**src/rtl/pser_pkg.sv**
```systemverilog
package pser_pkg;

   localparam int unsigned PIX_PHASES_DEFAULT = 7;

   // level of the forwarded clock in phase p is bit p
   localparam logic [PIX_PHASES_DEFAULT-1:0] FCLK_PATTERN_DEFAULT = 7'b1100011;

   function automatic int unsigned phase_bits(input int unsigned phases);
      return (phases < 2) ? 1 : $clog2(phases);
   endfunction

endpackage

```
**src/rtl/pser_phase_ctr.sv**
```systemverilog
module pser_phase_ctr #(
   parameter int unsigned PHASES = 7,
   parameter int unsigned PW     = 3
) (
   input  logic          clk,
   input  logic          rst,
   output logic [PW-1:0] ph,
   output logic [PW-1:0] ph_next,
   output logic          wrap
);

   localparam logic [PW-1:0] LAST = PW'(PHASES - 1);

   always_comb begin
      wrap    = (ph == LAST);
      ph_next = wrap ? '0 : ph + PW'(1);
   end

   always_ff @(posedge clk) begin
      if (rst) ph <= '0;
      else     ph <= ph_next;
   end

   // counter leaves the last phase for zero
   a_r1_wrap_to_zero: assert property (@(posedge clk) disable iff (rst)
      (ph == LAST) |=> (ph == '0));

   // every other phase advances by one
   a_r1_step_by_one: assert property (@(posedge clk) disable iff (rst)
      (ph != LAST) |=> (ph == $past(ph) + PW'(1)));

   // counter never leaves the legal range
   a_r1_in_range: assert property (@(posedge clk) disable iff (rst)
      ph <= LAST);

endmodule

```
**src/rtl/pser_lane_shift.sv**
```systemverilog
module pser_lane_shift #(
   parameter int unsigned WIDTH = 7
) (
   input  logic             clk,
   input  logic             rst,
   input  logic             load_en,
   input  logic [WIDTH-1:0] load_word,
   output logic             ser_o
);

   logic [WIDTH-1:0] sr;

   always_ff @(posedge clk) begin
      if (rst)          sr <= '0;
      else if (load_en) sr <= load_word;
      else              sr <= {sr[WIDTH-2:0], 1'b0};
   end

   assign ser_o = sr[WIDTH-1];

   // the word offered on the load edge is what the register holds next
   a_r2_load_capture: assert property (@(posedge clk) disable iff (rst)
      load_en |=> (sr == $past(load_word)));

   // between loads the register moves one place toward the MSB
   a_r3_shift_msb_first: assert property (@(posedge clk) disable iff (rst)
      !load_en |=> (sr == {$past(sr[WIDTH-2:0]), 1'b0}));

endmodule

```
**src/rtl/pser_fclk_gen.sv**
```systemverilog
module pser_fclk_gen #(
   parameter int unsigned     PHASES  = 7,
   parameter int unsigned     PW      = 3,
   parameter logic [PHASES-1:0] PATTERN = 7'b1100011
) (
   input  logic          clk,
   input  logic          rst,
   input  logic [PW-1:0] ph,
   input  logic [PW-1:0] ph_next,
   output logic          fclk
);

   // registered from the next phase so the pin is driven straight from a flop
   always_ff @(posedge clk) begin
      if (rst) fclk <= PATTERN[0];
      else     fclk <= PATTERN[ph_next];
   end

   // waveform level matches the pattern bit of the live phase
   a_r5_fclk_follows_phase: assert property (@(posedge clk) disable iff (rst)
      fclk == PATTERN[ph]);

endmodule

```
**src/rtl/pser_strobe.sv**
```systemverilog
module pser_strobe #(
   parameter int unsigned PW     = 3,
   parameter int unsigned TARGET = 0
) (
   input  logic          clk,
   input  logic          rst,
   input  logic [PW-1:0] ph,
   input  logic [PW-1:0] ph_next,
   output logic          stb
);

   localparam logic [PW-1:0] TGT = PW'(TARGET);

   always_ff @(posedge clk) begin
      if (rst) stb <= (TARGET == 0);
      else     stb <= (ph_next == TGT);
   end

   // strobe only in its target phase
   a_r6_r7_strobe_only_at_target: assert property (@(posedge clk) disable iff (rst)
      stb |-> (ph == TGT));

   // target phase always carries the strobe
   a_r6_r7_target_has_strobe: assert property (@(posedge clk) disable iff (rst)
      (ph == TGT) |-> stb);

endmodule

```
**src/rtl/pix_serializer7.sv**
```systemverilog
module pix_serializer7
   import pser_pkg::*;
#(
   parameter int unsigned       LANES         = 4,
   parameter int unsigned       PHASES        = PIX_PHASES_DEFAULT,
   parameter logic [PHASES-1:0] FCLK_PATTERN  = FCLK_PATTERN_DEFAULT,
   parameter int unsigned       START_PHASE   = 3,
   parameter int unsigned       CAPTURE_PHASE = 1,
   localparam int unsigned      PW            = phase_bits(PHASES)
) (
   input  logic                    clk,
   input  logic                    rst,
   input  logic                    load_valid,
   input  logic [LANES*PHASES-1:0] lane_words,
   output logic                    load_ready,
   output logic [LANES-1:0]        lane_bits,
   output logic                    fwd_clk,
   output logic [PW-1:0]           phase,
   output logic                    start_stb,
   output logic                    capture_stb
);

   // elaboration-time parameter checks
   if (PHASES < 2) begin : g_bad_phases
      $error("pix_serializer7: PHASES must be at least 2");
   end
   if (LANES < 1) begin : g_bad_lanes
      $error("pix_serializer7: LANES must be at least 1");
   end
   if (START_PHASE >= PHASES) begin : g_bad_start
      $error("pix_serializer7: START_PHASE out of range");
   end
   if (CAPTURE_PHASE >= PHASES) begin : g_bad_capture
      $error("pix_serializer7: CAPTURE_PHASE out of range");
   end

   logic [PW-1:0] ph;
   logic [PW-1:0] ph_next;
   logic          wrap;

   pser_phase_ctr #(.PHASES(PHASES), .PW(PW)) u_phase (
      .clk     (clk),
      .rst     (rst),
      .ph      (ph),
      .ph_next (ph_next),
      .wrap    (wrap)
   );

   assign phase      = ph;
   assign load_ready = wrap;

   for (genvar g = 0; g < LANES; g++) begin : g_lane
      logic [PHASES-1:0] word_in;
      assign word_in = load_valid ? lane_words[g*PHASES +: PHASES] : '0;

      pser_lane_shift #(.WIDTH(PHASES)) u_shift (
         .clk       (clk),
         .rst       (rst),
         .load_en   (wrap),
         .load_word (word_in),
         .ser_o     (lane_bits[g])
      );
   end

   pser_fclk_gen #(.PHASES(PHASES), .PW(PW), .PATTERN(FCLK_PATTERN)) u_fclk (
      .clk     (clk),
      .rst     (rst),
      .ph      (ph),
      .ph_next (ph_next),
      .fclk    (fwd_clk)
   );

   pser_strobe #(.PW(PW), .TARGET(START_PHASE)) u_start (
      .clk     (clk),
      .rst     (rst),
      .ph      (ph),
      .ph_next (ph_next),
      .stb     (start_stb)
   );

   pser_strobe #(.PW(PW), .TARGET(CAPTURE_PHASE)) u_capture (
      .clk     (clk),
      .rst     (rst),
      .ph      (ph),
      .ph_next (ph_next),
      .stb     (capture_stb)
   );

   // ready lasts exactly one clock per period
   a_r2_ready_single_cycle: assert property (@(posedge clk) disable iff (rst)
      load_ready |=> !load_ready);

   // an idle load edge leaves every lane silent in phase 0
   a_r8_idle_period_zero: assert property (@(posedge clk) disable iff (rst)
      (load_ready && !load_valid) |=> (lane_bits == '0));

   // after a reset edge the block sits at phase zero with silent lanes
   a_r10_reset_state: assert property (@(posedge clk)
      $past(rst) |-> (phase == '0 && lane_bits == '0 && fwd_clk == FCLK_PATTERN[0]));

endmodule

```
**config.mk**
```make
export PLATFORM = sky130hd
export DESIGN_NAME = pix_serializer7
export DESIGN_NICKNAME = d
export VERILOG_FILES = /design/src/rtl/pser_pkg.sv /design/src/rtl/pser_phase_ctr.sv /design/src/rtl/pser_lane_shift.sv /design/src/rtl/pser_fclk_gen.sv /design/src/rtl/pser_strobe.sv /design/src/rtl/pix_serializer7.sv
export SDC_FILE = /design/constraint.sdc
export NUM_CORES = 1
export LEC_CHECK = 0
export BUFFER_PORTS_ARGS = -buffer_cell sky130_fd_sc_hd__buf_2
export CAP_MARGIN = 0
export CORE_AREA = 3 3 58 60
export DETAILED_ROUTE_END_ITERATION = 7
export DIE_AREA = 0 0 61 63
export PLACE_DENSITY = 0.79
export SKIP_LAST_GASP = 1
export SYNTH_ARGS = -nofsm -noshare
export SYNTH_HDL_FRONTEND = slang
export SYNTH_SLANG_ARGS = --single-unit
export TNS_END_PERCENT = 1
```
**constraint.sdc**
```tcl
create_clock -name clk -period 1.3 [get_ports clk]
set_input_delay 0.065 -clock clk [delete_from_list [all_inputs] [get_ports clk]]
set_output_delay 0.065 -clock clk [all_outputs]
set_load 0.02 [all_outputs]
```
After elaboration in Yosys (flattened, before gate mapping)
Memory sizes are Yosys's and may differ from the RTL's. A register that Yosys moved wholly into a read port is not among the register bits.
Index checks and enable logic that the tools add are counted.
{"block": "op_classes", "addsub": 1, "n_eq_ne": 3, "muxes": 9, "bitwise": 2, "n_reduce_logical": 1}
{"operator": "$mux 7", "n": 8}
{"operator": "$add 3x1->3 const B", "n": 1}
{"operator": "$eq 3x1->1 const B", "n": 1}
{"operator": "$eq 3x2->1 const B", "n": 1}
{"operator": "$eq 3x3->1 const B", "n": 1}
{"operator": "$mux 3", "n": 1}
{"operator": "$reduce_or 3->1", "n": 1}
{"operator": "$not 1->1", "n": 2}
{"block": "totals", "reg_bits": 33, "mem_bits_ro": 8, "inputBits": 31, "output_inout_bits": 11, "mem_count": 1}
{"memory": "(name not given)", "depth": 8, "width": 1, "read_ports": 1, "rd_ports_with_merged_regs": 1, "write_ports": 0, "line": "pser_fclk_gen.sv:16", "rtl": "else fclk <= PATTERN[ph_next];"}

Longest topological paths before layout
{"block": "depth", "ltp_word": 3, "ltp_mapped": 4}

By module
From an unflattened synthesis, not the netlist that was laid out.
{"block": "hier_totals", "hier_cells": 137, "area_unflattened_um2": 1443.9}
{"mod": "pser_lane_shift", "instances": 4, "cells_per_inst": 21, "area_each_um2": 244.0, "seq_area_each_um2": 140.1}
{"mod": "pix_serializer7", "instances": 1, "cells_per_inst": 30, "area_each_um2": 225.2, "seq_area_each_um2": 0.0}
{"mod": "pser_phase_ctr", "instances": 1, "cells_per_inst": 15, "area_each_um2": 128.9, "seq_area_each_um2": 60.1}
{"mod": "pser_fclk_gen", "instances": 1, "cells_per_inst": 4, "area_each_um2": 46.3, "seq_area_each_um2": 20.0}
{"mod": "pser_strobe at u_capture", "instances": 1, "cells_per_inst": 2, "area_each_um2": 35.0, "seq_area_each_um2": 20.0}
{"mod": "pser_strobe at u_start", "instances": 1, "cells_per_inst": 2, "area_each_um2": 32.5, "seq_area_each_um2": 20.0}

Least setup slack after synthesis
Ideal clock, no wire load.
{"block": "synth_timing", "kind": "reg-to-reg", "start": "register u_phase.ph[2]", "end": "register g_lane[3].u_shift.sr[4]", "setup_time_ns": 0.072, "arrival_time_ns": 1.221, "required_ns": 1.228, "path_slack_ns": 0.007, "stages_incl_launch_ff": 5, "path_cell_list": "dfxtp_1 -> and3b_1 -> buf_6 -> buf_6 -> mux2i_1"}
{"block": "synth_via", "elab_chain_len": 2}
{"item": "start, declared", "line": "pser_phase_ctr.sv:7", "rtl": "output logic [PW-1:0] ph,"}
{"item": "start signal, assigned", "line": "pser_phase_ctr.sv:21", "rtl": "else ph <= ph_next;"}
{"item": "$eq 3x3->1", "line": "pser_phase_ctr.sv:15", "rtl": "wrap = (ph == LAST);"}
{"item": "$mux 7", "line": "pser_lane_shift.sv:15", "rtl": "else if (load_en) sr <= load_word;"}
{"item": "end signal, assigned", "line": "pser_lane_shift.sv:15"}
{"item": "end signal, assigned", "line": "pser_lane_shift.sv:16", "rtl": "else sr <= {sr[WIDTH-2:0], 1'b0};"}
{"item": "end, declared", "line": "pser_lane_shift.sv:11", "rtl": "logic [WIDTH-1:0] sr;"}
No other way between the ends.
A chain may end at the register's enable or synchronous reset.

Worst setup path after layout
{"block": "layout_timing", "start": "register u_phase.ph[0]", "end": "register u_phase.ph[1]"}
{"block": "layout_via", "elab_chain_len": 2, "word_cells_on_any_way": 3, "cone_classes": "add/sub (1); eq/ne (1); mux (1)"}
{"item": "$add 3x1->3 or $eq 3x3->1 (tied branches)", "line": "pser_phase_ctr.sv:16, pser_phase_ctr.sv:15"}
{"item": "$mux 3 *", "line": "pser_phase_ctr.sv:16", "rtl": "ph_next = wrap ? '0 : ph + PW'(1);"}
Mark *: on every way between the ends. The rest lies on a longest branch, timed or not.

==> impl_metrics.py <==
metrics = {
    "global_routing": {
        "grt_antenna_before_repair": 0,
        "grt_pass1_vias": 1123,
        "grt-ovfl-total": 0,
        "grt_first_pass_wirelength_um": 4620,
        "grt.total_usage_pct": 16.2,
        "grt_max_degree": 30,
    },
    "route": {
        "drt_iter0_drc": 21,
        "dr_total_vias": 1133,
        "drc": 0,
        "via_per_inst": 4.86,
        "wire_per_inst_um": 12.1,
        "antenna_left": 0,
        "drt-total-wl_um": 2820,
        "firstDrtPassIters": 4,
    },
    "sta": {
        "post-route-period-util_pct": 92.0,
        "tightest_slew_ps": 348,
        "fin_skew_ps": 4.58,
        "finalSetupTns_ps": 0,
        "timing.final.hold_violations": 0,
        "slew_headroom_pct": 76.8,
        "fmax_ghz": 0.836,
        "final-setup-viol-count": 0,
        "fin_crit_ps": 1200,
        "final_max_slew_viol_count": 0,
        "rsz0062_at_grt": "false",
    },
    "clock_tree": {
        "cts_sinks": 34,
        "numCtsBuffers": 5,
        "htree_levels": 2,
        "cts_tree": "yes",
        "clkLatencyLatePin_ps": 330,
        "cts-root-buf": "clkbuf_4",
        "path_clk_slew_ps": 100,
        "cts_buffer_depth": 2,
    },
    "die": {
        "dieArea_um2": 3840,
        "rows": 20,
        "start_util_pct": 48.9,
        "coreArea_um2": 2980,
        "fp.dieH_um": 63,
        "ioPinCount": 42,
        "die_w_um": 61,
    },
    "synthesis": {
        "netlist_area_um2": 1460,
        "synth_cells": 139,
        "yosysSeqAreaShare_pct": 46.8,
        "synth_nets": 170,
        "yosys-top-cells-area": "dfxtp_1, mux2i_1, nand3b_1",
        "syn_area_per_cell_um2": 10.5,
        "netlist-cell-type-count": 17,
        "ys_ff_latch": 34,
        "yosys.area.top_type": "dfxtp_1",
        "yosysTopAreaCellShare_pct": 46.8,
        "yosys_warnings": 0,
    },
    "setup_path": {
        "r2r_start": "u_phase.ph[0]",
        "crit_type": "flop to flop",
        "required_ps": 1550,
        "slowest_stage": "or3b_2",
        "path_cells": "buf_4 -> or3b_2 -> a21oi_1",
        "startpoint": "u_phase.ph[0]",
        "end_kind": "flop",
        "crit_path_start_kind": "flop",
        "cp_max_fo": 8,
        "arrival_ps": 1450,
        "max_stage_delay_ps": 480,
    },
    "finish": {
        "seqCellArea_um2": 681,
        "drive_gt1_share_pct": 28.5,
        "utilization_pct": 65.4,
        "n_antenna_cell": 0,
        "multi_input_area_um2": 681,
        "nNetsFinal": 230,
        "area_delta_synth_final_pct": 33.8,
        "fillers": 240,
    },
    "power_and_ir_drop": {
        "powerDensity_nw_per_um2": 978,
        "p_leak_nw": 0.776,
        "irDropWorstVdd_mv": 0.607,
    },
    "run_status": {
        "status": "completed",
    },
    "worst_hold_path": {
        "hp-class": "input pin to flop",
        "holdCritStartpoint": "lane_words[15]",
    },
    "job": {
        "timing.max_cap.violations": 0,
    },
    "placed_design": {
        "gp_congestion": 0.708,
        "io_buffers": 41,
        "dp_hpwl_um": 1870,
    },
}
## report_power, final
part           switching (mW)  internal, mW
combinational           0.103         0.142
clock                   0.336         0.262
sequential            0.00460          1.06
total                   0.443          1.46
## path summary, 6_finish.rpt
kind	to	slack [ps]	depth (start not counted)
hold reg to reg	g_lane[2].u_shift.sr[1]	460	2
setup / recovery	u_phase.ph[1]	100	3
hold / removal	g_lane[2].u_shift.sr[1]	7	3
setup reg to reg	u_phase.ph[1]	100	3
## critical path: cells and delay by family (launching register included)
| family | cells | cell delay [ps] |
|---|---|---|
| and+or+nand+nor | 1 | 480 |
| DFF | 1 | 320 |
| AOI/OAI and AO/OA | 1 | 170 |
| buffers and inverters | 1 | 150 |
## per-layer routing
metal,global-route usage [%],vias to the layer above,wire (um)
met5,0,-,0
met4,6.78,0,40
met2,27.4,30,1440
met3,6.20,4,143
li1,-,587,-
met1,17.4,512,1200
## synth_stat cells
| library cell | n |
|---|---|
| nor4_1 | 1 |
| nor4b_1 | 1 |
| o21ai_0 | 1 |
| or3b_2 | 1 |
| and3b_1 | 1 |
| nor2_1 | 1 |
| and3_1 | 4 |
| nand2b_1 | 26 |
| nor2b_1 | 1 |
| clkbuf_1 | 9 |
| buf_6 | 2 |
| mux2i_1 | 24 |
| dfxtp_1 | 34 |
| nand3b_1 | 25 |
| a21oi_1 | 2 |
| buf_4 | 5 |
| a211oi_1 | 1 |
## sequential cells by signal, summed over array words and instances (netlist names)
name,flops
g_lane.u_shift.sr,28
u_phase.ph,3
u_capture.stb,1
u_fclk.fclk,1
u_start.stb,1
## area by class of cell
cell class	count	share of cell area (%)
Clock buffer	7	2.83
Clock inverter	1	0.257
Multi-Input combinational cell	89	35.0
Sequential cell	34	35.0
Tap cell	33	2.12
Timing Repair Buffer	69	24.9
## per-stage QoR
| stage | instances | cell area [um^2] | hold slack, ps | total power, mW | setup slack (ps) |
|---|---|---|---|---|---|
| final | 233 | 1950 | 7.26 | 1.90 | 104 |
| after global routing | 233 | 1950 | 5.66 | 1.99 | 35.3 |
| after CTS | 232 | 1940 | 2.71 | 1.92 | 93.5 |
| after global placement | 204 | 1670 | 295 | 1.28 | 221 |
| after detailed placement | 204 | 1670 | 297 | 1.28 | 131 |
| after floorplan | 139 | 1460 | 211 | 1.20 | 7.16 |
## cells by family after synthesis
family                 after synthesis  share of synthesized area, %
buffers and inverters               16                          6.45
DFF                                 34                          46.8
and+or+nand+nor                     61                          28.7
muxes                               24                          16.5
AOI/OAI and AO/OA                    4                          1.55
## repair_timing
item | in CTS | in global routing
hold buffers | 19 | 1
endpoints found under the setup margin | 1 | 0
hold endpoints to repair | 19 | 1
setup buffers | 1 | 0
gates resized for setup | 2 | 0
## cells in the final DEF (no fill, tap or decap)
cell | Yosys | layout
clkbuf_8 | 0 | 1
mux2i_1 | 24 | 24
o21ai_0 | 1 | 1
and3_1 | 4 | 4
clkbuf_1 | 9 | 1
nor2_1 | 1 | 1
a211oi_1 | 1 | 1
a21oi_1 | 2 | 2
dlygate4sd3_1 | 0 | 20
nor2b_1 | 1 | 1
buf_12 | 0 | 1
nor4_1 | 1 | 1
nor4b_1 | 1 | 1
clkbuf_4 | 0 | 5
clkinv_2 | 0 | 1
buf_6 | 2 | 1
nand3b_1 | 25 | 25
nand2b_1 | 26 | 26
or3b_2 | 1 | 1
dfxtp_1 | 34 | 34
buf_4 | 5 | 7
and3b_1 | 1 | 1
buf_2 | 0 | 40
Note: power is estimated with default switching activity, not from simulation.
